File: config.mk
export PLATFORM = sky130hd
export DESIGN_NAME = edid_fetch_seq
export DESIGN_NICKNAME = d
export VERILOG_FILES = /design/src/rtl/edid_seq_pkg.sv /design/src/rtl/edid_req_issuer.sv /design/src/rtl/edid_blk_sum.sv /design/src/rtl/edid_seq_ctrl.sv /design/src/rtl/edid_fetch_seq.sv
export SDC_FILE = /design/constraint.sdc
export NUM_CORES = 1
export LEC_CHECK = 0
export BUFFER_PORTS_ARGS = -buffer_cell sky130_fd_sc_hd__buf_4
export CORE_MARGIN = 2
export CORE_UTILIZATION = 45
export CTS_BUF_LIST = sky130_fd_sc_hd__clkbuf_4 sky130_fd_sc_hd__clkbuf_8
export DETAILED_ROUTE_END_ITERATION = 8
export GPL_ROUTABILITY_DRIVEN = 0
export HOLD_SLACK_MARGIN = 0.12
export PLACE_DENSITY = 0.68
export SLEW_MARGIN = 20
export SYNTH_ARGS = -nofsm -noshare
export SYNTH_HDL_FRONTEND = slang
export SYNTH_HIERARCHICAL = 1
export SYNTH_SLANG_ARGS = --single-unit
export TNS_END_PERCENT = 10
File: constraint.sdc
create_clock -name clk -period 3.2 [get_ports clk]
set_input_delay 0.64 -clock clk [delete_from_list [all_inputs] [get_ports clk]]
set_output_delay 0.64 -clock clk [all_outputs]
set_load 0.005 [all_outputs]
File: src/rtl/edid_seq_pkg.sv
package edid_seq_pkg;
  typedef enum logic [2:0] {
    ST_IDLE,
    ST_EXT,
    ST_BLK,
    ST_TREQ,
    ST_WCK,
    ST_WRSP
  } seq_st_e;
endpackage

File: src/rtl/edid_req_issuer.sv
module edid_req_issuer #(
  parameter int ADDR_W = 16,
  parameter logic [6:0] DEV_ID = 7'h50
) (
  input  logic              clk,
  input  logic              rst_n,
  input  logic              go,
  input  logic              go_sink,
  input  logic              go_wr,
  input  logic [ADDR_W-1:0] go_addr,
  input  logic [7:0]        go_wdata,
  output logic              busy,
  output logic              fin,
  output logic              fin_err,
  output logic [7:0]        fin_data,
  output logic              req_valid,
  input  logic              req_ready,
  output logic              req_sink,
  output logic [6:0]        req_dev,
  output logic              req_wr,
  output logic [ADDR_W-1:0] req_addr,
  output logic [7:0]        req_wdata,
  input  logic              rsp_valid,
  input  logic [7:0]        rsp_data,
  input  logic              rsp_err
);
  logic pend_q;

  always_ff @(posedge clk) begin
    if (!rst_n) begin
      req_valid <= 1'b0;
      pend_q    <= 1'b0;
      req_sink  <= 1'b0;
      req_wr    <= 1'b0;
      req_addr  <= '0;
      req_wdata <= '0;
    end else begin
      if (go && !req_valid && !pend_q) begin
        req_valid <= 1'b1;
        req_sink  <= go_sink;
        req_wr    <= go_wr;
        req_addr  <= go_addr;
        req_wdata <= go_wdata;
      end
      if (req_valid && req_ready) begin
        req_valid <= 1'b0;
        pend_q    <= 1'b1;
      end
      if (pend_q && rsp_valid) pend_q <= 1'b0;
    end
  end

  assign req_dev  = req_sink ? 7'd0 : DEV_ID;
  assign busy     = req_valid || pend_q;
  assign fin      = pend_q && rsp_valid;
  assign fin_err  = rsp_err;
  assign fin_data = rsp_data;


  req_hold_chk: assert property (@(posedge clk) disable iff (!rst_n)
    req_valid && !req_ready |=> req_valid && $stable(req_addr) && $stable(req_wr)
      && $stable(req_sink) && $stable(req_wdata));


  one_out_chk: assert property (@(posedge clk) disable iff (!rst_n)
    fin |-> !req_valid);
endmodule

File: src/rtl/edid_blk_sum.sv
module edid_blk_sum #(
  parameter int BLK_LEN = 128,
  localparam int IDX_W = $clog2(BLK_LEN)
) (
  input  logic             clk,
  input  logic             rst_n,
  input  logic             clr,
  input  logic             byte_en,
  input  logic [7:0]       byte_in,
  output logic [IDX_W-1:0] idx,
  output logic             last,
  output logic             sum_zero_now,
  output logic [7:0]       cks
);
  logic [7:0] sum_q;

  assign last         = (idx == IDX_W'(BLK_LEN - 1));
  assign sum_zero_now = ((sum_q + byte_in) == 8'h00);

  always_ff @(posedge clk) begin
    if (!rst_n) begin
      sum_q <= '0;
      idx   <= '0;
      cks   <= '0;
    end else begin
      if (byte_en) begin
        sum_q <= sum_q + byte_in;
        idx   <= last ? '0 : idx + 1'b1;
        if (last) cks <= byte_in;
      end
      if (clr) begin
        sum_q <= '0;
        idx   <= '0;
      end
    end
  end


  cks_capture_chk: assert property (@(posedge clk) disable iff (!rst_n)
    byte_en && last |=> cks == $past(byte_in));


  idx_wrap_chk: assert property (@(posedge clk) disable iff (!rst_n)
    byte_en && last |=> idx == '0);
endmodule

File: src/rtl/edid_seq_ctrl.sv
module edid_seq_ctrl
  import edid_seq_pkg::*;
#(
  parameter int ADDR_W = 16,
  parameter int BLK_LEN = 128,
  parameter int MAX_TRIES = 3,
  parameter logic [15:0] TREQ_ADDR = 16'h0218,
  parameter logic [15:0] TCK_ADDR = 16'h0261,
  parameter logic [15:0] TRSP_ADDR = 16'h0260,
  parameter int TEST_BIT = 2,
  parameter logic [7:0] RESP_CODE = 8'h04,
  localparam int IDX_W = $clog2(BLK_LEN),
  localparam int TRY_W = $clog2(MAX_TRIES + 1)
) (
  input  logic              clk,
  input  logic              rst_n,
  input  logic              start,
  input  logic              busy,
  input  logic              fin,
  input  logic              fin_err,
  input  logic [7:0]        fin_data,
  input  logic [IDX_W-1:0]  idx,
  input  logic              last,
  input  logic              sum_zero_now,
  input  logic [7:0]        cks,
  output logic              go,
  output logic              go_sink,
  output logic              go_wr,
  output logic [ADDR_W-1:0] go_addr,
  output logic [7:0]        go_wdata,
  output logic              clr,
  output logic              byte_en,
  output logic              done,
  output logic              pass,
  output logic [TRY_W-1:0]  tries
);
  localparam logic [ADDR_W-1:0] EXT_OFS = ADDR_W'(BLK_LEN - 2);

  seq_st_e st_q, nxt;
  logic    wait_q, ext_nz_q, blk1_q;
  logic    att_ok, att_fail, last_try;

  assign last_try = (tries == TRY_W'(MAX_TRIES));
  assign go       = (st_q != ST_IDLE) && !wait_q;
  assign clr      = fin && ((st_q == ST_EXT) || (st_q == ST_BLK && last));
  assign byte_en  = fin && !fin_err && (st_q == ST_BLK);

  always_comb begin
    go_sink  = 1'b0;
    go_wr    = 1'b0;
    go_addr  = '0;
    go_wdata = '0;
    case (st_q)
      ST_EXT:  go_addr = EXT_OFS;
      ST_BLK:  go_addr = ADDR_W'(idx) + (blk1_q ? ADDR_W'(BLK_LEN) : ADDR_W'(0));
      ST_TREQ: begin go_sink = 1'b1; go_addr = ADDR_W'(TREQ_ADDR); end
      ST_WCK:  begin go_sink = 1'b1; go_wr = 1'b1; go_addr = ADDR_W'(TCK_ADDR); go_wdata = cks; end
      ST_WRSP: begin go_sink = 1'b1; go_wr = 1'b1; go_addr = ADDR_W'(TRSP_ADDR); go_wdata = RESP_CODE; end
      default: ;
    endcase
  end

  always_comb begin
    att_ok   = 1'b0;
    att_fail = 1'b0;
    nxt      = st_q;
    if (fin) begin
      if (fin_err) att_fail = 1'b1;
      else begin
        case (st_q)
          ST_EXT: nxt = ST_BLK;
          ST_BLK: if (last) begin
            if (!sum_zero_now) att_fail = 1'b1;
            else if (!blk1_q && ext_nz_q) nxt = ST_BLK;
            else nxt = ST_TREQ;
          end
          ST_TREQ: if (fin_data[TEST_BIT]) nxt = ST_WCK; else att_ok = 1'b1;
          ST_WCK:  nxt = ST_WRSP;
          ST_WRSP: att_ok = 1'b1;
          default: ;
        endcase
      end
    end
  end

  always_ff @(posedge clk) begin
    if (!rst_n) begin
      st_q     <= ST_IDLE;
      wait_q   <= 1'b0;
      ext_nz_q <= 1'b0;
      blk1_q   <= 1'b0;
      done     <= 1'b0;
      pass     <= 1'b0;
      tries    <= '0;
    end else begin
      done <= 1'b0;
      if (st_q == ST_IDLE) begin
        if (start) begin
          st_q   <= ST_EXT;
          tries  <= TRY_W'(1);
          pass   <= 1'b0;
          wait_q <= 1'b0;
        end
      end else begin
        if (go) wait_q <= 1'b1;
        if (fin) begin
          wait_q <= 1'b0;
          if (st_q == ST_EXT && !fin_err) begin
            ext_nz_q <= (fin_data != 8'h00);
            blk1_q   <= 1'b0;
          end
          if (st_q == ST_BLK && last && !fin_err) blk1_q <= 1'b1;
          if (att_ok) begin
            st_q <= ST_IDLE;
            pass <= 1'b1;
            done <= 1'b1;
          end else if (att_fail) begin
            if (last_try) begin
              st_q <= ST_IDLE;
              done <= 1'b1;
            end else begin
              tries <= tries + 1'b1;
              st_q  <= ST_EXT;
            end
          end else st_q <= nxt;
        end
      end
    end
  end


  one_shot_done_chk: assert property (@(posedge clk) disable iff (!rst_n)
    done |=> !done);


  tries_bound_chk: assert property (@(posedge clk) disable iff (!rst_n)
    done |-> (tries >= TRY_W'(1)) && (tries <= TRY_W'(MAX_TRIES)));


  err_abort_chk: assert property (@(posedge clk) disable iff (!rst_n)
    fin && fin_err |=> (st_q == ST_EXT) || (st_q == ST_IDLE));


  go_idle_chk: assert property (@(posedge clk) disable iff (!rst_n)
    go |-> !busy);


  wck_order_chk: assert property (@(posedge clk) disable iff (!rst_n)
    $rose(st_q == ST_WRSP) |-> $past(st_q) == ST_WCK);
endmodule

File: src/rtl/edid_fetch_seq.sv
module edid_fetch_seq #(
  parameter int ADDR_W = 16,
  parameter int BLK_LEN = 128,
  parameter int MAX_TRIES = 3,
  parameter logic [6:0] DEV_ID = 7'h50,
  parameter logic [15:0] TREQ_ADDR = 16'h0218,
  parameter logic [15:0] TCK_ADDR = 16'h0261,
  parameter logic [15:0] TRSP_ADDR = 16'h0260,
  parameter int TEST_BIT = 2,
  parameter logic [7:0] RESP_CODE = 8'h04,
  localparam int TRY_W = $clog2(MAX_TRIES + 1)
) (
  input  logic              clk,
  input  logic              rst_n,
  input  logic              start,
  output logic              req_valid,
  input  logic              req_ready,
  output logic              req_sink,
  output logic [6:0]        req_dev,
  output logic              req_wr,
  output logic [ADDR_W-1:0] req_addr,
  output logic [7:0]        req_wdata,
  input  logic              rsp_valid,
  input  logic [7:0]        rsp_data,
  input  logic              rsp_err,
  output logic              done,
  output logic              pass,
  output logic [TRY_W-1:0]  tries
);
  localparam int IDX_W = $clog2(BLK_LEN);

  logic              go, go_sink, go_wr, busy, fin, fin_err;
  logic [ADDR_W-1:0] go_addr;
  logic [7:0]        go_wdata, fin_data, cks;
  logic              clr, byte_en, last, sum_zero_now;
  logic [IDX_W-1:0]  idx;

  edid_req_issuer #(.ADDR_W(ADDR_W), .DEV_ID(DEV_ID)) u_iss (
    .clk(clk), .rst_n(rst_n),
    .go(go), .go_sink(go_sink), .go_wr(go_wr), .go_addr(go_addr), .go_wdata(go_wdata),
    .busy(busy), .fin(fin), .fin_err(fin_err), .fin_data(fin_data),
    .req_valid(req_valid), .req_ready(req_ready), .req_sink(req_sink), .req_dev(req_dev),
    .req_wr(req_wr), .req_addr(req_addr), .req_wdata(req_wdata),
    .rsp_valid(rsp_valid), .rsp_data(rsp_data), .rsp_err(rsp_err)
  );

  edid_blk_sum #(.BLK_LEN(BLK_LEN)) u_sum (
    .clk(clk), .rst_n(rst_n), .clr(clr), .byte_en(byte_en), .byte_in(fin_data),
    .idx(idx), .last(last), .sum_zero_now(sum_zero_now), .cks(cks)
  );

  edid_seq_ctrl #(
    .ADDR_W(ADDR_W), .BLK_LEN(BLK_LEN), .MAX_TRIES(MAX_TRIES),
    .TREQ_ADDR(TREQ_ADDR), .TCK_ADDR(TCK_ADDR), .TRSP_ADDR(TRSP_ADDR),
    .TEST_BIT(TEST_BIT), .RESP_CODE(RESP_CODE)
  ) u_ctrl (
    .clk(clk), .rst_n(rst_n), .start(start),
    .busy(busy), .fin(fin), .fin_err(fin_err), .fin_data(fin_data),
    .idx(idx), .last(last), .sum_zero_now(sum_zero_now), .cks(cks),
    .go(go), .go_sink(go_sink), .go_wr(go_wr), .go_addr(go_addr), .go_wdata(go_wdata),
    .clr(clr), .byte_en(byte_en),
    .done(done), .pass(pass), .tries(tries)
  );
endmodule

Word-level counts from Yosys, hierarchy flattened
Cells that the tools add are included.

cells by class
  $add $sub $neg = 4
  eq/ne operators = 14
  muxes and demuxes = 46
  bitwise logic cells = 3
  reduce and logical (&&, ||, !) cells = 41

operators with widths
  operator                                               number
  one-hot mux 16 bit (5 select lines)                    1
  2-to-1 mux 3 bit                                       9
  2-to-1 mux 1 bit                                       24
  adder 7 x 16 -> 16 bit                                 1
  one-hot mux 8 bit (2 select lines)                     1
  inequality test 5 x 2 -> 1 bit, second input constant  3
  2-to-1 mux 7 bit                                       2
  logical AND 1 bit                                      12
  2-to-1 mux 2 bit                                       6
  one-hot mux 3 bit (4 select lines)                     1
  AND reduction 3 bit                                    3
  adder 8 bit                                            1
  zero test 8 bit                                        1
  2-to-1 mux 8 bit                                       1
  nonzero test 2 bit                                     4
  nonzero test 8 bit                                     1
  OR reduction 2 bit                                     4
  adder 7 x 1 -> 7 bit, second input constant            1
  == test 7 bit, second input constant                   1
  AND reduction 7 bit                                    1
  nonzero test 7 bit                                     1
  == test 3 x 2 -> 1 bit, second input constant          2
  == test 3 bit, second input constant                   2
  inequality test 2 bit, second input constant           3
  13 further kinds                                       22

storage, ports and cells
  flip-flop bits (word level) = 61
  output and inout port bits = 38

Depth between registers and ports, before layout
  word-level depth = 11
  gate-level depth with buffers = 14
  gate-level depth less buffers = 13

Hierarchy
The synthesis kept the hierarchy.

by module, submodules not included
  module           instances  cells an instance  area an instance (µm²)
  edid_req_issuer  1          140                1277.5
  edid_blk_sum     1          133                1246.2
  edid_seq_ctrl    1          129                957.2

Worst setup path before layout
OpenSTA, ideal clock, no wires.

  path kind = input -> register
  start point = input rsp_data[0]
  end point = register u_ctrl.st_q[2]
  library setup time = 0.115 ns
  arrival time = 3.030 ns
  slack = 0.055 ns
  stages = 14
  cells stage by stage = buf_4 ha_1 inv_1 fa_1 nor2b_1 o21ai_2 xnor2_1 or3_1 nor4_2 and2_1 a221oi_2 nand3b_1 a21boi_1 o21a_1

on the way
  cells in the longest elaborated chain, start to end = 11

ends and longest elaborated chain
  what                  RTL line              source
  start, declared       edid_fetch_seq.sv:24  input logic [7:0] rsp_data,
  adder 8 bit (*)       edid_blk_sum.sv:18    assign sum_zero_now = ((sum_q + byte_in) == 8'h00);
  zero test 8 bit (*)   edid_blk_sum.sv:18
  net sum_zero_now      edid_fetch_seq.sv:35  logic clr, byte_en, last, sum_zero_now;
  2-to-1 mux 1 bit      edid_seq_ctrl.sv:73   if (!sum_zero_now) att_fail = 1'b1;
  2-to-1 mux 1 bit      edid_seq_ctrl.sv:72   ST_BLK: if (last) begin
  2-to-1 mux 1 bit      edid_seq_ctrl.sv:70   case (st_q)
  2-to-1 mux 1 bit      edid_seq_ctrl.sv:68   if (fin_err) att_fail = 1'b1;
  2-to-1 mux 1 bit      edid_seq_ctrl.sv:67   if (fin) begin
  2-to-1 mux 3 bit      edid_seq_ctrl.sv:117  end else if (att_fail) begin
  2-to-1 mux 3 bit      edid_seq_ctrl.sv:113  if (att_ok) begin
  2-to-1 mux 3 bit      edid_seq_ctrl.sv:106  if (fin) begin
  2-to-1 mux 3 bit      edid_seq_ctrl.sv:97   if (st_q == ST_IDLE) begin
  end signal, assigned  edid_seq_ctrl.sv:125  end else st_q <= nxt;
  end, declared         edid_seq_ctrl.sv:39   seq_st_e st_q, nxt;

Mark *: on every way through the listed nets, which the timed path passes. The rest lies on a longest branch. The select of a mux whose other input is x is not followed.
A chain may end at the register's enable or synchronous reset.

Final worst setup path
  start point = input rsp_data[0]
  end point = register u_ctrl.tries[0]

on the way
  cells in the longest elaborated chain, start to end = 9

ends and longest elaborated chain
  what                                  RTL line              source
  adder 8 bit                           edid_blk_sum.sv:18
  zero test 8 bit                       edid_blk_sum.sv:18
  net sum_zero_now                      edid_fetch_seq.sv:35
  2-to-1 mux 1 bit                      edid_seq_ctrl.sv:73
  2-to-1 mux 1 bit                      edid_seq_ctrl.sv:72
  2-to-1 mux 1 bit                      edid_seq_ctrl.sv:70
  2-to-1 mux 1 bit                      edid_seq_ctrl.sv:68
  2-to-1 mux 1 bit                      edid_seq_ctrl.sv:67
  nonzero test 2 bit (no source line)   n/a
  AND reduction 5 bit (no source line)  n/a
  end signal, assigned                  edid_seq_ctrl.sv:122  tries <= tries + 1'b1;
  end, declared                         edid_seq_ctrl.sv:35   output logic [TRY_W-1:0] tries

The timed path passes the listed nets, and every way through them passes these cells.

==> impl_metrics.csv <==
group,metric,value,unit
critical_path,cp_max_fo,5,
layout,synthToLayoutAreaGrowth,14.6,%
run_status,outcome,"completed",
critical_path,r2r_cells,13,
critical_path,worst_path_most_repeated_cell,"buf_4",
worst_hold_path,hold_path_class,"reg2reg",
clock_tree,cts_max_level,3,
global_route,grt_pass1_wl,11.6,mm
drt,avgRoutedWirePerCell,12.9,um
global_route,globalRouteOverflowTotal,0,
critical_path,worstPathRequired,3470,ps
critical_path,max_stage_delay,370,ps
critical_path,r2r_end,"u_ctrl/tries[0]$_SDFFE_PN0P_",
yosys,syn_avg_cell_area,8.66,sq um
power_and_ir_drop,peakVddDrop,0.222,mV
critical_path,cp-endpoint,"u_ctrl/tries[0]$_SDFFE_PN0P_",
place,numPortBuffers,46,
floorplanning,fp.coreArea,7610,sq um
global_route,grt_pass1_vias,2445,
clock_tree,cts_tree,"done",
clock_tree,insertion_delay,340,ps
clock_tree,cts_made_buffers,9,
critical_path,timing.rr.start,"u_sum/sum_q[0]$_SDFFE_PP0P_",
critical_path,rrSetupSlack,380,ps
clock_tree,cts_resized,0,
drt,vias,2702,
sta,finalSetupViolations,0,
power_and_ir_drop,p_leak,1.66,nW
drt,wl,7.01,mm
floorplanning,chipHeight,91.9,um
drt,drtAntennaViolNets,0,
critical_path,critPathLaunchType,"primary input",
clock_tree,cts_sinks,61,
floorplanning,die-area,8440,sq um
place,place_inst,527,
layout,final_common_cell,"nand2_1",
global_route,antenna_found_initial,0,
sta,worst_slew_pin_slew,741,ps
clock_tree,path_clk_slew,70,ps
sta,final-max-slew-violation-count,0,
layout,n_antenna_cell,0,
drt,dr.pass1.iters,4,
flow_run,cap_violations,0,
layout,nNetsFinal,460,
yosys,yosys_warnings,6,
drt,drcViolationCount,0,
critical_path,critical_path_class,"in2reg",
sta,min_period,2870,ps
layout,layout_common_cells,"nand2_1, dfxtp_1, buf_4",
sta,hold_viol,0,
sta,fmax,349,MHz
clock_tree,post-cts-setup-buffers,0,
yosys,syn_inst,401,
critical_path,path_cells,"buf_4 -> ha_1 -> inv_1 -> fa_1 -> nor2b_1 -> o21ai_2 -> xnor2_1 -> or3_1 -> nor4_2 -> buf_4 -> o41ai_4 -> nand3b_1 -> mux2i_1 -> and2_1",
yosys,syn-cell-area,3470,sq um
sta,max-slew-margin-rel,50.5,%
clock_tree,clockBufferDepth,2,
layout,drive_above_1_share,19.7,%
place,hpwl,4.98,mm
floorplanning,core.rowCount,32,
layout,fin_util,52.3,%
sta,rsz0062_at_grt,"no",
critical_path,worst_setup_path_end_kind,"flop",
critical_path,critical_path.slowest_cell,"fa_1",
critical_path,arrival,3140,ps
layout,final_cells,543,
sta,finalCritPeriodShare,89.6,%
drt,vias_per_cell,4.98,
critical_path,startpoint,"rsp_data[0]",
floorplanning,initial_core_util,45.7,%
floorplanning,die_w,91.9,um
global_route,grtUsageTotal,17.1,%
clock_tree,ctsHoldBuffers,0,
drt,drtIter0Drc,156,
clock_tree,root_buffer,"clkbuf_8",
global_route,grt_start_max_net_pins,73,
floorplanning,ios,52,
power_and_ir_drop,p_per_area,433,nW/um^2
sta,skew,9.17,ps
cell type report:
class	count	area, sq um
inverter	8	30.0
tap	102	128
clock buffer	10	138
timing repair buffer	56	420
fill	732	3630
clock inverter	6	86.3
multi-input combinational	300	1960
sequential	61	1220
layer usage:
| metal | GRT usage, % | vias to the layer above | routed length (um) |
|---|---|---|---|
| li1 | - | 1389 | - |
| met1 | 22.4 | 1247 | 3410 |
| met2 | 27.1 | 55 | 3170 |
| met3 | 3.70 | 11 | 278 |
| met4 | 7.71 | 0 | 148 |
| met5 | 0 | - | 0 |
per-stage QoR:
step	cell area (sq um)	hold slack (ps)	setup TNS [ps]	power (mW)	setup WS, ps
after floorplan	3510	451	0	0.946	55.0
after global placement	3760	442	0	0.968	35.4
after detailed placement	3760	448	-40.8	0.972	-21.7
after CTS	3980	462	0	1.75	327
after global routing	3980	486	0	1.80	72.8
final	3980	459	0	1.72	331
critical path, delay by kind of cell:
family / cells / cell delay, ps
AO/OA/AOI/OAI: 2 / 190
buffers and inverters: 3 / 320
XOR/XNOR: 1 / 140
adder cells (fa/ha/maj): 2 / 530
multiplexers: 1 / 180
AND/OR/NAND/NOR: 5 / 1140
flip-flops by register name, indices dropped and copies added (netlist names):
| register | cells |
|---|---|
| u_ctrl/tries | 2 |
| u_iss/req_valid | 1 |
| u_ctrl/done | 1 |
| u_ctrl/st_q | 3 |
| u_sum/sum_q | 8 |
| u_sum/cks | 8 |
| u_iss/req_sink | 1 |
| u_iss/req_wdata | 8 |
| u_iss/req_wr | 1 |
| u_ctrl/wait_q | 1 |
| u_iss/pend_q | 1 |
| u_ctrl/ext_nz_q | 1 |
| u_ctrl/pass | 1 |
| u_iss/req_addr | 16 |
| u_sum/idx | 7 |
| u_ctrl/blk1_q | 1 |
worst min-delay path by stage:
stage	start	to	slack (ps)	depth (start not counted)
final	u_iss/req_addr[15]$_SDFFE_PN0P_	u_iss/req_addr[15]$_SDFFE_PN0P_	460	2
after global routing	u_iss/req_addr[13]$_SDFFE_PN0P_	u_iss/req_addr[13]$_SDFFE_PN0P_	490	2
after CTS	u_iss/req_addr[12]$_SDFFE_PN0P_	u_iss/req_addr[12]$_SDFFE_PN0P_	460	2
after detailed placement	u_iss/req_addr[12]$_SDFFE_PN0P_	u_iss/req_addr[12]$_SDFFE_PN0P_	450	2
after global placement	u_iss/req_addr[13]$_SDFFE_PN0P_	u_iss/req_addr[13]$_SDFFE_PN0P_	440	2
after floorplan	u_iss/req_addr[0]$_SDFFE_PN0P_	u_iss/req_addr[0]$_SDFFE_PN0P_	450	2
report_power, final:
part	internal (mW)	total (mW)	switching, mW
logic	0.0768	0.165	0.0877
clock network	0.458	0.769	0.311
registers	0.774	0.790	0.0155
total	1.31	1.72	0.414
No activity file was read; power rests on OpenSTA's default activity.
